$ cat src/rtl/canwake_pkg.sv
package canwake_pkg;
  // byte 0 sits in the low bits
  localparam logic [63:0] INIT_PAYLOAD = 64'hEF_EE_EE_EE_EE_EE_EE_C6;
  localparam logic [63:0] WAKE_PAYLOAD = 64'h37_EE_EE_EE_EE_EE_EE_C6;
  localparam logic [3:0]  FULL_LEN     = 4'd8;
  localparam int          NUM_BYTES    = 8;

  typedef struct packed {
    logic tmrLoad;
    logic tmrRun;
  } ctlStrobe_t;

  typedef struct packed {
    logic busEdge;
    logic prevLevel;
    logic longRun;
    logic recHeld;
    logic initHit;
    logic wakeHit;
    logic tmrExpire;
  } dpStatus_t;
endpackage

$ cat src/rtl/canwake_datapath.sv
module canwake_datapath
  import canwake_pkg::*;
#(
  parameter int MIN_PHASE = 6,
  parameter int TIMEOUT   = 200
) (
  input  logic        clk,
  input  logic        rstN,
  input  logic        busLevel,
  input  logic        frameValid,
  input  logic [3:0]  frameLen,
  input  logic [63:0] frameData,
  input  ctlStrobe_t  ctl,
  output dpStatus_t   st
);
  localparam int RUN_W = $clog2(MIN_PHASE + 1);
  localparam int TMR_W = (TIMEOUT > 1) ? $clog2(TIMEOUT) : 1;
  localparam logic [RUN_W-1:0] RUN_MAX = RUN_W'(MIN_PHASE);
  localparam logic [RUN_W-1:0] RUN_PRE = RUN_W'(MIN_PHASE - 1);
  localparam logic [TMR_W-1:0] TMR_END = TMR_W'(TIMEOUT - 1);

  logic             lastLevel;
  logic [RUN_W-1:0] runLen;
  logic [TMR_W-1:0] tmrCnt;
  logic [NUM_BYTES-1:0] initByteOk, wakeByteOk;
  logic             busEdge, frameOk;

  assign busEdge = busLevel != lastLevel;

  // run-length of the current bus level, saturating at MIN_PHASE
  always_ff @(posedge clk or negedge rstN) begin
    if (!rstN) begin
      lastLevel <= 1'b1;
      runLen    <= '0;
    end else begin
      lastLevel <= busLevel;
      if (busEdge)              runLen <= RUN_W'(1);
      else if (runLen != RUN_MAX) runLen <= runLen + RUN_W'(1);
    end
  end

  // per-byte payload comparators
  for (genvar i = 0; i < NUM_BYTES; i++) begin : g_cmp
    assign initByteOk[i] = frameData[8*i +: 8] == INIT_PAYLOAD[8*i +: 8];
    assign wakeByteOk[i] = frameData[8*i +: 8] == WAKE_PAYLOAD[8*i +: 8];
  end

  assign frameOk = frameValid && (frameLen == FULL_LEN);

  // window timer shared by both timeout uses
  always_ff @(posedge clk or negedge rstN) begin
    if (!rstN)                                 tmrCnt <= '0;
    else if (ctl.tmrLoad)                      tmrCnt <= '0;
    else if (ctl.tmrRun && tmrCnt != TMR_END)  tmrCnt <= tmrCnt + TMR_W'(1);
  end

  always_comb begin
    st.busEdge   = busEdge;
    st.prevLevel = lastLevel;
    st.longRun   = runLen >= RUN_MAX;
    st.recHeld   = !busEdge && lastLevel && (runLen >= RUN_PRE);
    st.initHit   = frameOk && (&initByteOk);
    st.wakeHit   = frameOk && (&wakeByteOk);
    st.tmrExpire = tmrCnt == TMR_END;
  end
endmodule

$ cat src/rtl/canwake_ctrl.sv
module canwake_ctrl
  import canwake_pkg::*;
(
  input  logic       clk,
  input  logic       rstN,
  input  logic       pnEnable,
  input  logic       fromOffline,
  input  logic       listenEntry,
  input  dpStatus_t  st,
  output ctlStrobe_t ctl,
  output logic       wakeEvent,
  output logic       wakeConv,
  output logic       wakeGlobal
);
  logic [1:0] convStage;   // expected level of the current phase is convStage[0]
  logic       gotInit, directWin, armed;

  assign armed = gotInit || directWin;

  always_comb begin
    ctl.tmrLoad = pnEnable && (listenEntry ? fromOffline : st.initHit);
    ctl.tmrRun  = armed;
  end

  always_ff @(posedge clk or negedge rstN) begin
    if (!rstN) begin
      convStage  <= '0;
      gotInit    <= 1'b0;
      directWin  <= 1'b0;
      wakeEvent  <= 1'b0;
      wakeConv   <= 1'b0;
      wakeGlobal <= 1'b0;
    end else begin
      wakeEvent  <= 1'b0;
      wakeConv   <= 1'b0;
      wakeGlobal <= 1'b0;

      // bus-level sequence
      if (pnEnable || listenEntry) begin
        convStage <= '0;
      end else if (st.busEdge) begin
        if (st.prevLevel == convStage[0] && st.longRun && convStage != 2'd3)
          convStage <= convStage + 2'd1;
        else
          convStage <= '0;
      end else if (convStage == 2'd3 && st.recHeld) begin
        convStage <= '0;
        wakeEvent <= 1'b1;
        wakeConv  <= 1'b1;
      end

      // payload pair
      if (!pnEnable) begin
        gotInit   <= 1'b0;
        directWin <= 1'b0;
      end else if (listenEntry) begin
        gotInit   <= 1'b0;
        directWin <= fromOffline;
      end else if (st.wakeHit && armed) begin
        gotInit    <= 1'b0;
        directWin  <= 1'b0;
        wakeEvent  <= 1'b1;
        wakeGlobal <= 1'b1;
      end else if (st.initHit) begin
        gotInit   <= 1'b1;
        directWin <= 1'b0;
      end else if (armed && st.tmrExpire) begin
        gotInit   <= 1'b0;
        directWin <= 1'b0;
      end
    end
  end
endmodule

$ cat src/rtl/canwake_filter.sv
module canwake_filter
  import canwake_pkg::*;
#(
  parameter int MIN_PHASE = 6,
  parameter int TIMEOUT   = 200
) (
  input  logic        clk,
  input  logic        rstN,
  input  logic        busLevel,
  input  logic        pnEnable,
  input  logic        fromOffline,
  input  logic        listenEntry,
  input  logic        frameValid,
  input  logic [3:0]  frameLen,
  input  logic [63:0] frameData,
  output logic        wakeEvent,
  output logic        wakeConv,
  output logic        wakeGlobal
);
  ctlStrobe_t ctl;
  dpStatus_t  st;

  canwake_datapath #(.MIN_PHASE(MIN_PHASE), .TIMEOUT(TIMEOUT)) u_dp (
    .clk(clk), .rstN(rstN), .busLevel(busLevel), .frameValid(frameValid),
    .frameLen(frameLen), .frameData(frameData), .ctl(ctl), .st(st)
  );

  canwake_ctrl u_ctl (
    .clk(clk), .rstN(rstN), .pnEnable(pnEnable), .fromOffline(fromOffline),
    .listenEntry(listenEntry), .st(st), .ctl(ctl),
    .wakeEvent(wakeEvent), .wakeConv(wakeConv), .wakeGlobal(wakeGlobal)
  );
endmodule

$ cat config.mk
export PLATFORM = sky130hd
export DESIGN_NAME = canwake_filter
export DESIGN_NICKNAME = d
export VERILOG_FILES = /design/src/rtl/canwake_pkg.sv /design/src/rtl/canwake_datapath.sv /design/src/rtl/canwake_ctrl.sv /design/src/rtl/canwake_filter.sv
export SDC_FILE = /design/constraint.sdc
export NUM_CORES = 1
export LEC_CHECK = 0
export ABC_AREA = 1
export BUFFER_PORTS_ARGS = -buffer_cell sky130_fd_sc_hd__buf_2
export CAP_MARGIN = 20
export CORE_MARGIN = 2
export CORE_UTILIZATION = 41
export CTS_CLUSTER_SIZE = 10
export DETAILED_ROUTE_END_ITERATION = 10
export PLACE_DENSITY = 0.85
export SLEW_MARGIN = 15
export SYNTH_ARGS = -nofsm -noshare
export SYNTH_HDL_FRONTEND = slang
export SYNTH_SLANG_ARGS = --single-unit
$ cat constraint.sdc
create_clock -name clk -period 1.4 [get_ports clk]
set_input_delay 0.14 -clock clk [delete_from_list [all_inputs] [get_ports clk]]
set_output_delay 0.14 -clock clk [all_outputs]
set_load 0.03 [all_outputs]
==> impl_metrics.yaml <==
run_status:
  failed_checks: "negative setup slack"
  status: "finished, violations left"
power:
  p_per_area_mw_per_mm2: 709
  p_comb_share_pct: 35.7
  clkPwrFrac_pct: 18.6
  swShare_pct: 32.0
  power.leakage_uw: 0.00114
  internal_power_uw: 1010
  ir_drop_v: 0.000680
  p_sw_uw: 474
  sequentialPowerShare_pct: 45.7
synthesis:
  synth.cell_area_mm2: 0.00149
  ys.warnings.count: 0
  synthDominantAreaCellType: "dfrtp_1"
  synth.area.mux_share_pct: 0
  synth_nets: 321
  yosys.area_share.simple_pct: 44.2
  synth_cell_types: 21
  synth_compound_area_share_pct: 3.19
  yosys.area_share.adder_pct: 5.03
  synthCells: 240
  ys_seq_elements: 19
  synth_top_family_by_area: "simple AND/OR/NAND/NOR gates"
  synth-xor-area-share_pct: 5.29
  yosysTopAreaCellShare_pct: 30.2
  syn_area_per_cell_um2: 6.21
  yosysSeqAreaShare_pct: 32.0
  synth_area_leaders: "dfrtp_1 30%, nand2_1 17%, nor2_1 15%"
routing:
  avgRoutedWirePerCell_um: 10.1
  drc: 0
  ant_nets: 0
  drt-pass1-iter-count: 4
  vias: 1710
  vias_per_cell: 4.54
  drt_iter0_drc: 75
  wirelength_mm: 3.79
setup_path:
  timing.rr.start: "u_dp.tmrCnt[0]"
  worstPathMaxFanout: 2
  required_ps: 1590
  end_kind: "flop"
  arrival_ps: 1600
  startpoint_type: "flop"
  path_class: "reg2reg"
  crit_start: "u_dp.tmrCnt[0]"
min_path:
  min_path_type: "in2reg"
  min_from: "listenEntry"
clock_tree:
  clock_sink_count: 19
  cts_tree: "built"
  clkTransAtPathRegs_ps: 100
  h-tree-depth: 1
  clk_latency_ps: 290
  cts_buffer_depth: 2
  cts_root_buf: "clkbuf_4"
  numCtsBuffers: 3
placed_design:
  placed_area_mm2: 0.00196
  gp_congestion: 0.866
  hpwlAfterDp_mm: 3.06
  place_ws_ps: -28.1
  place.port_buffers: 77
  dp.cells: 367
layout:
  fin_cells: 377
  final_cell_mix: "77 x buf_2, 62 x nand2_1, 57 x nor2_1, 40 x inv_1, 18 x dfrtp_1"
  diodes: 0
  layout.cells.most_common: "buf_2"
  area_growth_syn_to_layout_pct: 40.1
  fin_area_mm2: 0.00209
  nets: 413
  layout-drive-gt1-share_pct: 32.3
  fill_cells: 320
global_routing:
  grt_pass1_wl_mm: 6.40
  antenna_found_initial: 0
  grt-ovfl-total: 0
  grt_max_degree: 20
  grtUsageTotal_pct: 19.4
  first_global_vias: 1681
sta:
  finalMaxSlewViolations: 0
  worstMarginPinSlew_ps: 423
  hold_violations: 0
  finClkSkew_ps: 1.59
  setup_tns_ps: -9.08
  rsz0062_at_grt: "true"
  fin_ws_ps: -9.08
  post-route-min-period_ps: 1410
  layout_worst_path_cycle_share_pct: 101
  max_freq_ghz: 0.710
  slew-limit-headroom_pct: 71.8
  setup_viol: 1
  holdWs_ps: 184
floorplan:
  io-pin-count: 78
  fp-row-count: 21
  dieWidth_um: 64.3
  core_mm2: 0.00342
  fp.dieH_um: 64.3
  initial_utilization_pct: 43.7
  die_area_mm2: 0.00414
run:
  maxCapViolations: 0
[synth_stat cells, drive strengths merged]
cell	number
nor3	6
a211oi	1
nand3	12
o2111ai	1
nand2	69
or2	2
o22ai	1
nor2	59
inv	41
ha	6
dfstp	1
xor2	5
dfrtp	18
a21oi	3
nand4	9
xnor2	4
o21ai	2
[repair_timing]
action,4_1_cts,5_1_grt
resized for setup,7,9
setup endpoints to repair,4,13
endpoints found under the hold margin,19,0
gates cloned,0,0
hold buffers,2,0
pin swaps,6,6
buffers inserted,4,0
[worst max-delay path, stage by stage (launching register included)]
cell     delay [ps]
dfrtp_1         380
buf_4           110
buf_4           100
nand3_1          90
nor2_1          100
nand2_1          70
nor3_1          250
xnor2_1         150
nor2_1           50
[layer usage]
metal	part of all wire [%]	global-route usage, %	routed length, µm	up-vias
met4	0.76	6.12	29	0
met5	0	0	0	-
met3	4.3	4.05	164	4
li1	-	-	-	920
met2	51	36.7	1940	44
met1	44	21.4	1660	742
[cell families (layout without fill, tap and decap cells)]
kind of cell               Yosys count  in the layout
adders and majority gates            6              6
DFF                                 19             19
xor gates and xnor gates             9              9
and+or+nand+nor                    157            157
buffers and inverters               41            132
AOI/OAI and AO/OA                    8              8
[cell type report]
type | count | area [µm²] | share of cell area, %
Tap cell | 46 | 57.6 | 2.75
Timing Repair Buffer | 87 | 465 | 22.3
Clock buffer | 4 | 26.3 | 1.26
Inverter | 41 | 156 | 7.49
Sequential cell | 19 | 477 | 22.8
Multi-Input combinational cell | 180 | 907 | 43.4
[final timing paths]
kind	to	slack [ps]	cells after the start
min	u_ctl.wakeGlobal	180	4
max in group asynchronous	u_dp.lastLevel	770	2
min reg2reg	u_ctl.gotInit	520	2
min in group asynchronous	u_dp.tmrCnt[2]	300	2
max reg2reg	u_dp.tmrCnt[7]	-9	8
max	u_dp.tmrCnt[7]	-9	8
[per-stage QoR]
stage,total power (µW),utilization [%]
after floorplan,890,-
after global placement,1110,57.5
after detailed placement,1120,57.5
after CTS,1460,60.3
after global routing,1590,61.2
final,1480,61.2
[flip-flops by register name, indices dropped and copies added (netlist names)]
register	cells
u_ctl.convStage	2
u_ctl.directWin	1
u_ctl.gotInit	1
u_ctl.wakeConv	1
u_ctl.wakeEvent	1
u_ctl.wakeGlobal	1
u_dp.lastLevel	1
u_dp.runLen	3
u_dp.tmrCnt	8
[power groups by stage]
stage	Sequential, µW	Clock, µW	Combinational [µW]
finish	677	276	529
global route	685	311	593
CTS	669	284	508
detailed placement	680	0	440
global placement	675	0	435
floorplan	682	0	208
No activity file was read; power rests on OpenSTA's default activity.
